[config.mk]
export PLATFORM = sky130hd
export DESIGN_NAME = dma_split_port
export DESIGN_NICKNAME = d
export VERILOG_FILES = /design/src/rtl/dsp_pkg.sv /design/src/rtl/dsp_fifo.sv /design/src/rtl/dsp_strobe_fsm.sv /design/src/rtl/dsp_pin_pol.sv /design/src/rtl/dma_split_port.sv
export SDC_FILE = /design/constraint.sdc
export NUM_CORES = 1
export LEC_CHECK = 0
export BUFFER_PORTS_ARGS = -buffer_cell sky130_fd_sc_hd__buf_4
export CELL_PAD_IN_SITES_DETAIL_PLACEMENT = 0
export CELL_PAD_IN_SITES_GLOBAL_PLACEMENT = 2
export CORE_MARGIN = 8
export CORE_UTILIZATION = 44
export DETAILED_ROUTE_END_ITERATION = 10
export PLACE_DENSITY = 0.85
export SETUP_SLACK_MARGIN = 0.2
export SLEW_MARGIN = 15
export SYNTH_ARGS = -nofsm -noshare
export SYNTH_HDL_FRONTEND = slang
export SYNTH_SLANG_ARGS = --single-unit
[constraint.sdc]
create_clock -name clk -period 4 [get_ports clk]
set_input_delay 0.2 -clock clk [delete_from_list [all_inputs] [get_ports clk]]
set_output_delay 0.2 -clock clk [all_outputs]
set_load 0.005 [all_outputs]
[src/rtl/dsp_pkg.sv]
package dsp_pkg;
    typedef enum logic [1:0] {
        S_IDLE  = 2'd0,
        S_ARMED = 2'd1,
        S_LOW   = 2'd2
    } xfer_state_e;
endpackage

[src/rtl/dsp_fifo.sv]
module dsp_fifo #(
    parameter int WIDTH = 8,
    parameter int DEPTH = 8
) (
    input  logic             clk,
    input  logic             rst_n,
    input  logic             push,
    input  logic [WIDTH-1:0] push_data,
    input  logic             pop,
    output logic [WIDTH-1:0] head,
    output logic             empty,
    output logic             full,
    output logic             one_left
);
    localparam int AW = (DEPTH > 1) ? $clog2(DEPTH) : 1;
    localparam int CW = $clog2(DEPTH + 1);
    localparam logic [AW-1:0] LAST = AW'(DEPTH - 1);
    localparam logic [CW-1:0] CMAX = CW'(DEPTH);

    logic [WIDTH-1:0] mem [DEPTH];
    logic [AW-1:0]    wr_ptr, rd_ptr;
    logic [CW-1:0]    count;
    logic             do_push, do_pop;

    assign empty    = (count == '0);
    assign full     = (count == CMAX);
    assign one_left = (count == CW'(1));
    assign do_push  = push && !full;
    assign do_pop   = pop && !empty;
    assign head     = mem[rd_ptr];

    always_ff @(posedge clk) begin
        if (do_push) mem[wr_ptr] <= push_data;
    end

    always_ff @(posedge clk or negedge rst_n) begin
        if (!rst_n) begin
            wr_ptr <= '0;
            rd_ptr <= '0;
            count  <= '0;
        end else begin
            if (do_push) wr_ptr <= (wr_ptr == LAST) ? '0 : wr_ptr + 1'b1;
            if (do_pop)  rd_ptr <= (rd_ptr == LAST) ? '0 : rd_ptr + 1'b1;
            unique case ({do_push, do_pop})
                2'b10:   count <= count + 1'b1;
                2'b01:   count <= count - 1'b1;
                default: count <= count;
            endcase
        end
    end
endmodule

[src/rtl/dsp_strobe_fsm.sv]
module dsp_strobe_fsm
    import dsp_pkg::*;
(
    input  logic clk,
    input  logic rst_n,
    input  logic ack_act,
    input  logic stb_n,
    output logic xfer
);
    xfer_state_e state, state_nx;

    always_ff @(posedge clk or negedge rst_n) begin
        if (!rst_n) state <= S_IDLE;
        else        state <= state_nx;
    end

    always_comb begin
        state_nx = state;
        unique case (state)
            S_IDLE:  if (ack_act) state_nx = S_ARMED;
            S_ARMED: begin
                if (!ack_act)   state_nx = S_IDLE;
                else if (!stb_n) state_nx = S_LOW;
            end
            S_LOW: begin
                if (!ack_act)   state_nx = S_IDLE;
                else if (stb_n) state_nx = S_ARMED;
            end
            default: state_nx = S_IDLE;
        endcase
    end

    always_comb begin
        xfer = 1'b0;
        unique case (state)
            S_LOW:   xfer = ack_act && stb_n;
            default: xfer = 1'b0;
        endcase
    end
endmodule

[src/rtl/dsp_pin_pol.sv]
module dsp_pin_pol (
    input  logic cfg_req_pol,
    input  logic cfg_ack_pol,
    input  logic cfg_end_pol,
    input  logic req_want,
    input  logic end_want,
    input  logic dack,
    input  logic dend_i,
    output logic dreq,
    output logic ack_act,
    output logic end_in_act,
    output logic dend_o
);
    assign dreq       = cfg_req_pol ? req_want : !req_want;
    assign ack_act    = (dack == cfg_ack_pol);
    assign end_in_act = (dend_i == cfg_end_pol);
    assign dend_o     = cfg_end_pol ? end_want : !end_want;
endmodule

[src/rtl/dma_split_port.sv]
module dma_split_port #(
    parameter int DW    = 8,
    parameter int DEPTH = 8
) (
    input  logic          clk,
    input  logic          rst_n,
    input  logic          cfg_dir_in,
    input  logic          cfg_req_pol,
    input  logic          cfg_ack_pol,
    input  logic          cfg_end_pol,
    output logic          dreq,
    input  logic          dack,
    input  logic          dstb_n,
    input  logic [DW-1:0] sd_i,
    output logic [DW-1:0] sd_o,
    output logic          sd_oe,
    input  logic          dend_i,
    output logic          dend_o,
    output logic          dend_oe,
    input  logic          core_wr_en,
    input  logic [DW-1:0] core_wr_data,
    output logic          core_full,
    input  logic          core_rd_en,
    output logic [DW-1:0] core_rd_data,
    output logic          core_rd_valid,
    output logic          done_flag,
    input  logic          core_done_clr
);
    logic          ack_act, end_in_act, xfer;
    logic          f_push, f_pop, f_empty, f_full, f_one;
    logic [DW-1:0] f_wdata, f_head;
    logic          req_want, end_want;

    dsp_strobe_fsm u_fsm (
        .clk     (clk),
        .rst_n   (rst_n),
        .ack_act (ack_act),
        .stb_n   (dstb_n),
        .xfer    (xfer)
    );

    assign f_push  = cfg_dir_in ? xfer : core_wr_en;
    assign f_wdata = cfg_dir_in ? sd_i : core_wr_data;
    assign f_pop   = cfg_dir_in ? core_rd_en : xfer;

    dsp_fifo #(.WIDTH(DW), .DEPTH(DEPTH)) u_fifo (
        .clk       (clk),
        .rst_n     (rst_n),
        .push      (f_push),
        .push_data (f_wdata),
        .pop       (f_pop),
        .head      (f_head),
        .empty     (f_empty),
        .full      (f_full),
        .one_left  (f_one)
    );

    assign req_want = cfg_dir_in ? !f_full : !f_empty;
    assign end_want = !cfg_dir_in && ack_act && f_one;

    dsp_pin_pol u_pol (
        .cfg_req_pol (cfg_req_pol),
        .cfg_ack_pol (cfg_ack_pol),
        .cfg_end_pol (cfg_end_pol),
        .req_want    (req_want),
        .end_want    (end_want),
        .dack        (dack),
        .dend_i      (dend_i),
        .dreq        (dreq),
        .ack_act     (ack_act),
        .end_in_act  (end_in_act),
        .dend_o      (dend_o)
    );

    assign sd_o          = f_head;
    assign sd_oe         = !cfg_dir_in && ack_act;
    assign dend_oe       = !cfg_dir_in;
    assign core_full     = f_full;
    assign core_rd_data  = f_head;
    assign core_rd_valid = !f_empty;

    always_ff @(posedge clk or negedge rst_n) begin
        if (!rst_n)                        done_flag <= 1'b0;
        else if (cfg_dir_in && end_in_act) done_flag <= 1'b1;
        else if (core_done_clr)            done_flag <= 1'b0;
    end
endmodule

After elaboration in Yosys (flattened, before gate mapping)
Memories as Yosys holds them, arrays and structs flattened.
Cells that the tools add are included.
W data, S select, Z words.
Word-level totals
  register bits after elaboration: 13
  RAM bits: 64
  input bits: 28
  output and inout bits: 23
  word-level logic and storage cells: 59
  memories: 1
Memories
  u_fifo.mem: depth 8, width 8, read ports 1, clocked after memory_dff 0, write ports 1, line dsp_fifo.sv:20  | logic [WIDTH-1:0] mem [DEPTH];
Cells by class
  add/subtract/negate cells: 4
  eq/ne operators: 13
  muxes and demuxes: 20
  reductions and logical operators: 16
Operators by type and width (number)
  $mux W1: 10
  $mux W2: 5
  $mux W8: 1
  $pmux W4 S2: 1
  $add A3 B1 Y3 const B: 2
  $eq A3 B3 Y1 const B: 2
  $logic_and A1 B1 Y1: 6
  $mux W3: 2
  $ne A3 B3 Y1 const B: 2
  $pmux W2 S3: 1
  $logic_not A1 Y1: 5
  $add A4 B1 Y4 const B: 1
  $eq A2 B1 Y1 const B: 2
  $eq A2 B2 Y1 const B: 2
  $eq A4 B1 Y1 const B: 1
  $eq A4 B4 Y1 const B: 1
  $logic_not A4 Y1: 1
  $reduce_bool A2 Y1: 2
  $sub A4 B1 Y4 const B: 1
  $reduce_and A3 Y1: 1
  $eq A1 B1 Y1: 2
  $logic_not A2 Y1: 1
  $ne A2 B2 Y1 const B: 1

Logic depth before layout (Yosys ltp)
Gate-level depths: netlist of the first run.
  depth after elaboration: 7
  gate-level depth with buffers: 9
  mapped depth without buffers: 9

By module
Synthesis of the first run repeated with hierarchy kept, for this count alone.
Unflattened totals
  cells, all modules: 192
  area, all modules: 3483.3 um^2
By module, submodules not included
  dsp_fifo: instances 1, cells each 152, area an instance 3095.5 um^2, sequential area each 2172.1 um^2
  dma_split_port: instances 1, cells each 28, area an instance 251.5 um^2, sequential area each 25.0 um^2
  dsp_strobe_fsm: instances 1, cells each 8, area an instance 101.3 um^2, sequential area each 50.0 um^2
  dsp_pin_pol: instances 1, cells each 4, area an instance 35.0 um^2, sequential area each 0.0 um^2

Least setup slack after synthesis of the first run
OpenSTA, ideal clock, no wires.
  kind: register to register
  start point: register u_fifo.count[0]
  end point: memory u_fifo.mem[0][0], enable pin
  setup time: 0.395 ns
  data arrival time: 1.988 ns
  data required time: 3.605 ns
  slack: 1.618 ns
  cell stages (with the launch flop): 7
  path buffers: 0
  clock period less this slack: 2.382 ns
  path through: dfrtp_1 inv_1 ha_1 nor2b_1 a21oi_1 nand2_2 nor4_1
On the way
  word-level cells in the longest chain between the ends: 5
Ends and longest elaborated chain
  from (decl): line dsp_fifo.sv:22  | logic [CW-1:0] count;
  from (signal assigned): line dsp_fifo.sv:45  | 2'b10: count <= count + 1'b1;
  from (signal assigned): line dsp_fifo.sv:46  | 2'b01: count <= count - 1'b1;
  from (signal assigned): line dsp_fifo.sv:47  | default: count <= count;
  $eq A4 B4 Y1: line dsp_fifo.sv:26  | assign full = (count == CMAX);
  $logic_not A1 Y1: line dsp_fifo.sv:28  | assign do_push = push && !full;
  $logic_and A1 B1 Y1: line dsp_fifo.sv:28
  $mux W1: line dsp_fifo.sv:33  | if (do_push) mem[wr_ptr] <= push_data;
  $mux W1 (implied by the code): line dsp_fifo.sv:33
  to (decl): line dsp_fifo.sv:20
No other way between the ends.

Worst setup path in the final report of the first run
  start point: register u_fifo.rd_ptr[0]
  end point: output port core_rd_data[1]
On the way
  word-level cells in the longest chain between the ends: 1
Ends and longest elaborated chain
  from (decl): line dsp_fifo.sv:21  | logic [AW-1:0] wr_ptr, rd_ptr;
  from (signal assigned): line dsp_fifo.sv:43  | if (do_pop) rd_ptr <= (rd_ptr == LAST) ? '0 : rd_ptr + 1'b1;
  $mem_v2 Z8 W8
  to (decl): line dma_split_port.sv:24  | output logic [DW-1:0] core_rd_data,
No other way between the ends.

==> impl_metrics.py, run 1 <==
metrics = {
    "run_status": {
        "status": "finished, final reports clean",
    },
    "setup_path": {
        "reg2reg_slack_ns": 1.58,
        "crit_type": "reg -> out",
        "r2r_cells": 6,
        "crit-reg2reg-launch": "u_fifo.count[0]$_DFFE_PN0P_",
        "slowest_stage": "dfrtp_1",
        "worstPathRequired_ns": 3.80,
        "end_kind": "output pin",
        "arrival_ns": 2.45,
        "rr_endpoint": "u_fifo.mem[5][4]$_DFFE_PP_",
        "critPathMaxFanout": 19,
        "cp-start-kind": "flip-flop",
        "cpPeakStageDelay_ns": 0.98,
        "path_cells": "mux4_1, mux2_4, buf_4",
    },
    "cells_and_area": {
        "n_antenna_cell": 0,
        "drive_gt1_share_pct": 40.5,
        "synthToLayoutAreaGrowth_pct": 18.7,
        "final_util_pct": 53.4,
        "postLayoutCellArea_um2": 4100,
        "fin_nets": 283,
        "stdcell_count": 354,
    },
    "place": {
        "dp_hpwl_um": 4460,
        "port_buffers": 50,
        "routabilityCongestion": 0.735,
        "dp.cells": 337,
        "placedInstanceArea_um2": 3890,
    },
    "route": {
        "highest_layer": "met4",
        "drtIter0Drc": 60,
        "vias": 1793,
        "met2_length_um": 3190,
        "drcViolationCount": 0,
        "dr.pass1.iters": 4,
        "final_antenna_net_count": 0,
        "wl_met1_um": 2760,
        "wire_per_inst_um": 17.8,
        "wl_um": 6310,
        "routed-wl-met3_um": 245,
        "avgViaCountPerCell": 5.06,
    },
    "clocking": {
        "cts_buffers": 9,
        "clkSinkCount": 77,
        "clk_pin_slew_ns": 0.08,
        "cts_root_buf": "clkbuf_8",
        "cts_max_path_buffers": 2,
        "clock_latency_ns": 0.35,
        "cts_max_level": 3,
        "tritoncts": "yes",
    },
    "timing": {
        "tns_ns": 0,
        "fin_crit_sh_pct": 66.2,
        "rsz0062_at_grt": "false",
        "hold_viol": 0,
        "finClkSkew_ns": 0.0122,
        "setup_violations": 0,
        "fmax_ghz": 0.378,
        "tightest_slew_ns": 0.958,
        "finalMaxSlewViolations": 0,
        "slew_headroom_pct": 35.9,
        "fin_crit_ns": 2.65,
    },
    "global_route": {
        "grt_pass1_vias": 1975,
        "antenna_found_initial": 0,
        "gr-total-overflow": 0,
        "grt_max_degree": 20,
        "grt_usage_pct": 12.2,
        "grt_first_pass_wirelength_um": 10200,
    },
    "min_path": {
        "min_path_type": "in -> reg",
        "hold_end": "u_fsm.state[1]$_DFFE_PN0P_",
        "hold_path_startpoint": "dstb_n",
        "hold-path-cell-count": 2,
    },
    "floorplan": {
        "fp.dieH_um": 105,
        "initial_core_util_pct": 45.0,
        "pin_count": 51,
        "fp.dieArea_um2": 10900,
        "die_w_um": 105,
        "core_um2": 7690,
        "rows": 32,
    },
    "synth": {
        "syn_area_um2": 3460,
        "async_flop_share_pct": 16.9,
        "synth.distinct_cells": 33,
        "syn_inst": 194,
        "synth_common_cells": "edfxtp_1, mux2_2, dfrtp_1",
        "synth_seq_area_share_pct": 65.0,
        "synth_top_area_share_pct": 55.6,
        "yosys_warnings": 0,
        "yosysMostFrequentCell": "edfxtp_1",
        "ys_ff_latch": 77,
        "synth_edf_count": 64,
        "ys.flop_type": "edfxtp_1",
        "syn_avg_cell_area_um2": 17.8,
        "syn_nets": 230,
        "yosys.area.top_type": "edfxtp_1",
        "yosys-top-cells-area": "edfxtp_1, dfrtp_1, mux4_1",
    },
    "power": {
        "pwr-share-seq_pct": 44.0,
        "ir_drop_mv": 0.356,
        "pwr-share-clk_pct": 22.0,
        "combPwrFrac_pct": 34.0,
        "pwr_density_cell_nw_per_um2": 661,
        "p_sw_uw": 815,
        "leakage_uw": 0.00156,
        "swShare_pct": 30.1,
        "p_int_uw": 1900,
    },
    "flow_run": {
        "cap_violations": 0,
    },
}
==> registers in the layout, indices dropped and copies added (netlist names) <==
name	count
u_fifo.mem	64
u_fifo.rd_ptr	3
done_flag	1
u_fsm.state	2
u_fifo.count	4
u_fifo.wr_ptr	3
==> cell families after synthesis <==
kind of cell | Yosys count | share of synthesized area [%]
adder cells (fa/ha/maj) | 9 | 3.19
buffers and inverters | 19 | 3.69
AO/OA/AOI/OAI | 7 | 1.19
XOR/XNOR | 10 | 2.53
flip-flops | 77 | 65.0
multiplexers | 39 | 19.6
AND/OR/NAND/NOR | 33 | 4.78
==> layout make-up <==
cell class                 instances  area (um2)
clock buffer                       9         124
clock inverter                     7        80.1
fill                             639        3580
inverter                           5        18.8
multi-input combinational         98        1080
sequential                        77        2250
tap                              102         128
timing repair buffer              56         423
==> stage by stage <==
| step | hold WS (ns) | power, uW | setup slack (ns) |
|---|---|---|---|
| after global placement | 0.0565 | 2140 | 1.60 |
| after global routing | 0.0251 | 2880 | 1.16 |
| after detailed placement | 0.0623 | 2160 | 1.58 |
| after floorplan | -0.0956 | 1870 | 1.62 |
| after CTS | 0.0113 | 2760 | 1.25 |
| final | 0.0243 | 2710 | 1.35 |
==> placed cells by master, fill, tap and decap left out, types with 5 or more instances in the layout <==
cell type	synthesis	final
buf_4	8	55
clkbuf_8	0	9
dfrtp_1	13	13
xor2_1	5	5
edfxtp_1	64	64
nor3_1	5	5
mux2_4	8	8
mux4_1	8	8
mux4_2	8	8
xnor2_1	5	5
inv_1	5	5
mux2_2	14	14
nor2_1	11	11
ha_1	8	8
==> what timing repair did <==
| item | 4_1_cts | 5_1_grt |
|---|---|---|
| resized for setup | 0 | 0 |
| hold buffers | 1 | 0 |
| hold endpoints to repair | 13 | 0 |
| buffers inserted | 0 | 0 |
==> metal layers <==
metal,vias to the layer above,GRT usage [%]
li1,854,-
met5,-,0
met4,0,6.12
met2,33,20.3
met3,10,2.89
met1,896,14.5
==> worst max path at each step <==
stage,from,to,slack (ns),depth (start not counted)
floorplan,u_fifo.count[0]$_DFFE_PN0P_,u_fifo.mem[0][0]$_DFFE_PP_,1.62,6
global placement,u_fifo.count[0]$_DFFE_PN0P_,u_fifo.mem[7][6]$_DFFE_PP_,1.60,6
detailed placement,u_fifo.count[0]$_DFFE_PN0P_,u_fifo.mem[5][6]$_DFFE_PP_,1.58,6
CTS,u_fifo.rd_ptr[0]$_DFFE_PN0P_,core_rd_data[1],1.25,3
global route,u_fifo.rd_ptr[0]$_DFFE_PN0P_,core_rd_data[1],1.16,3
finish,u_fifo.rd_ptr[0]$_DFFE_PN0P_,core_rd_data[1],1.35,3
==> critical path, delay by kind of cell (launching register included) <==
kind / cells / cell delay, ns
muxes: 2 / 0.97
DFF: 1 / 0.98
buffers and inverters: 1 / 0.14
==> power by group through the flow <==
| stage | Combinational, uW | Clock, uW | Sequential [uW] |
|---|---|---|---|
| after global placement | 930 | 0 | 1210 |
| after detailed placement | 943 | 0 | 1220 |
| after floorplan | 778 | 0 | 1090 |
| after global routing | 1010 | 646 | 1220 |
| final | 922 | 598 | 1190 |
| after CTS | 944 | 612 | 1200 |
Note: power is estimated with default switching activity, not from simulation.
==> run 2, diff against run 1 <==
--- a/config.mk
+++ b/config.mk
@@ -5,13 +5,14 @@
 export SDC_FILE = /design/constraint.sdc
 export NUM_CORES = 1
 export LEC_CHECK = 0
+export ABC_AREA = 1
 export BUFFER_PORTS_ARGS = -buffer_cell sky130_fd_sc_hd__buf_4
 export CELL_PAD_IN_SITES_DETAIL_PLACEMENT = 0
 export CELL_PAD_IN_SITES_GLOBAL_PLACEMENT = 2
 export CORE_MARGIN = 8
-export CORE_UTILIZATION = 44
+export CORE_UTILIZATION = 36
 export DETAILED_ROUTE_END_ITERATION = 10
-export PLACE_DENSITY = 0.85
+export PLACE_DENSITY = 0.82
 export SETUP_SLACK_MARGIN = 0.2
 export SLEW_MARGIN = 15
 export SYNTH_ARGS = -nofsm -noshare
==> constraint.sdc (replaced) <==
create_clock -name clk -period 2.5 [get_ports clk]
set_input_delay 0.125 -clock clk [delete_from_list [all_inputs] [get_ports clk]]
set_output_delay 0.125 -clock clk [all_outputs]
set_load 0.005 [all_outputs]
==> impl_metrics.py, run 2 <==
metrics = {
    "setup_path": {
        "end_kind": "flip-flop",
        "arrival_ns": 2.37,
        "r2r_cells": 12,
        "cp-start-kind": "flip-flop",
        "worstPathRequired_ns": 2.75,
        "critPathMaxFanout": 12,
        "crit_type": "reg -> reg",
    },
    "global_route": {
        "gr-total-overflow": 0,
        "grt_usage_pct": 12.8,
        "grt_pass1_vias": 2726,
        "grt_max_degree": 33,
        "grt_first_pass_wirelength_um": 14100,
        "antenna_found_initial": 0,
    },
    "clocking": {
        "cts_root_buf": "clkbuf_8",
        "cts_max_level": 3,
        "cts_buffers": 9,
        "cts_max_path_buffers": 2,
        "post_cts_buffers": 0,
        "clock_latency_ns": 0.35,
        "tritoncts": "yes",
        "clk_pin_slew_ns": 0.09,
        "clkSinkCount": 77,
    },
    "timing": {
        "fin_crit_ns": 2.11,
        "finalMaxSlewViolations": 0,
        "setup_violations": 0,
        "slew_headroom_pct": 66.5,
        "setup_ws_ns": 0.385,
        "fin_crit_sh_pct": 84.6,
        "hold_viol": 0,
        "tns_ns": 0,
        "fmax_ghz": 0.473,
        "finClkSkew_ns": 0.0155,
        "tightest_slew_ns": 0.502,
        "rsz0062_at_grt": "false",
    },
    "floorplan": {
        "initial_core_util_pct": 36.4,
        "fp.dieH_um": 117,
        "pin_count": 51,
        "core_um2": 10100,
        "rows": 37,
        "die_w_um": 117,
        "fp.dieArea_um2": 13800,
    },
    "power": {
        "pwr_density_cell_nw_per_um2": 1050,
        "leakage_uw": 0.00192,
        "ir_drop_mv": 0.387,
    },
    "synth": {
        "synth_seq_area_share_pct": 60.8,
        "ys_ff_latch": 77,
        "yosys-top-cells-area": "edfxtp_1, nand2_1, dfrtp_1",
        "syn_nets": 421,
        "synth_top_area_share_pct": 52.0,
        "synth_common_cells": "nand2_1, nor2_1, edfxtp_1",
        "async_flop_share_pct": 16.9,
        "synth.distinct_cells": 27,
        "ys.flop_type": "edfxtp_1",
        "synth_edf_count": 64,
        "yosys.area.top_type": "edfxtp_1",
        "yosysMostFrequentCell": "nand2_1",
        "syn_area_um2": 3690,
        "syn_inst": 385,
        "syn_avg_cell_area_um2": 9.60,
        "yosys_warnings": 0,
    },
    "cells_and_area": {
        "final-seq-area_um2": 2250,
        "n_antenna_cell": 0,
        "largest_reg_flops": 64,
        "postLayoutCellArea_um2": 4450,
        "stdcell_count": 583,
        "fin_nets": 479,
        "synthToLayoutAreaGrowth_pct": 20.5,
        "final_cell_mix": "nand2_1, nor2_1, buf_4",
        "drive_gt1_share_pct": 21.5,
        "top_register": "u_fifo.mem",
        "reg_top3": "u_fifo.mem (64), u_fifo.count (4)",
        "multiInputGateArea_um2": 1200,
        "fill_cells": 987,
        "final_common_cell": "nand2_1",
    },
    "place": {
        "dp.cells": 565,
        "placedInstanceArea_um2": 4200,
        "pre_cts_ws_ns": 0.348,
        "dp_hpwl_um": 6060,
        "port_buffers": 50,
        "routabilityCongestion": 0.821,
    },
    "route": {
        "routed-wl-met3_um": 362,
        "vias": 2620,
        "met2_length_um": 4200,
        "final_antenna_net_count": 0,
        "wl_um": 8430,
        "drtIter0Drc": 166,
        "wl_met1_um": 3760,
        "wire_per_inst_um": 14.5,
        "drcViolationCount": 0,
        "avgViaCountPerCell": 4.49,
        "dr.pass1.iters": 4,
        "highest_layer": "met4",
    },
    "flow_run": {
        "cap_violations": 0,
    },
    "min_path": {
        "min_path_type": "in -> reg",
        "hold-path-cell-count": 3,
    },
    "run_status": {
        "status": "finished, final reports clean",
    },
}
## run 2: cell count changes in the layout (fill, tap and decap cells not counted), moves of 5 or more
cell and change:
buf_4 +11, nand2_1 +95, nor3_1 -5, o21ai_0 +26
inv_1 +19, nor2_1 +73, mux4_1 -8, nand3_1 +11
mux2_2 -14, o21ai_1 +8, mux2_4 -8, mux4_2 -8
## run 2: power breakdown
| group | switching (uW) | internal [uW] | total (uW) | leakage [uW] |
|---|---|---|---|---|
| clock network | 462 | 557 | 1020 | 0.000105 |
| registers | 206 | 1600 | 1810 | 0.000739 |
| logic | 1050 | 813 | 1870 | 0.00108 |
## run 2: logic make-up after synthesis
family,after synthesis,share of synthesized area [%]
AOI/OAI and AO/OA,42,5.96
xor gates and xnor gates,4,0.948
DFF,77,60.8
buffers and inverters,48,6.91
adders and majority gates,8,2.71
and+or+nand+nor,206,22.7
## run 2: metrics by stage
stage / total power, uW / hold slack (ns) / utilization (%)
detailed placement: 3730 / -0.00424 / 41.5
global route: 5070 / 0.0391 / 43.9
CTS: 4750 / 0.0340 / 43.8
floorplan: 3110 / -0.171 / -
global placement: 3720 / -0.0118 / 41.5
finish: 4690 / 0.0447 / 43.9
## run 2: area by class of cell
cell class | count | area share [%]
timing repair buffer | 69 | 11.8
clock inverter | 6 | 1.94
clock buffer | 9 | 2.78
inverter | 26 | 2.19
tap | 136 | 3.82
multi-input combinational | 260 | 26.9
sequential | 77 | 50.5
## run 2: worst max-delay path: stages, from the launching register on
cell	delay [ns]
dfrtp_2	0.45
inv_1	0.07
ha_2	0.21
nand2_2	0.07
nor2_4	0.15
nor2_4	0.06
nand2_4	0.14
ha_2	0.23
inv_1	0.06
or2_2	0.27
nand2_1	0.08
xor2_1	0.16
inv_1	0.05
## run 2: worst paths after layout
| kind | start | endpoint | slack, ns |
|---|---|---|---|
| max in group asynchronous | rst_n | u_fifo.rd_ptr[2]$_DFFE_PN0P_ | 2.17 |
| hold / removal | dend_i | done_flag$_DFFE_PN0P_ | 0.04 |
| setup / recovery | u_fifo.count[0]$_DFFE_PN0P_ | u_fifo.count[2]$_DFFE_PN0P_ | 0.39 |
| hold reg to reg | u_fifo.count[0]$_DFFE_PN0P_ | u_fifo.count[0]$_DFFE_PN0P_ | 0.53 |
| setup reg to reg | u_fifo.count[0]$_DFFE_PN0P_ | u_fifo.count[2]$_DFFE_PN0P_ | 0.39 |
| min in group asynchronous | rst_n | u_fifo.count[2]$_DFFE_PN0P_ | 0.14 |
## run 2: per-layer routing
metal | up-vias | GRT usage [%]
li1 | 1361 | -
met1 | 1207 | 15.1
met2 | 44 | 21.8
met3 | 8 | 3.36
met4 | 0 | 4.54
met5 | - | 0
## run 2: timing repair
action | CTS | global route
hold buffers | 3 | 0
endpoints found under the setup margin | 0 | 17
resized for setup | 0 | 4
endpoints found under the hold margin | 15 | 0
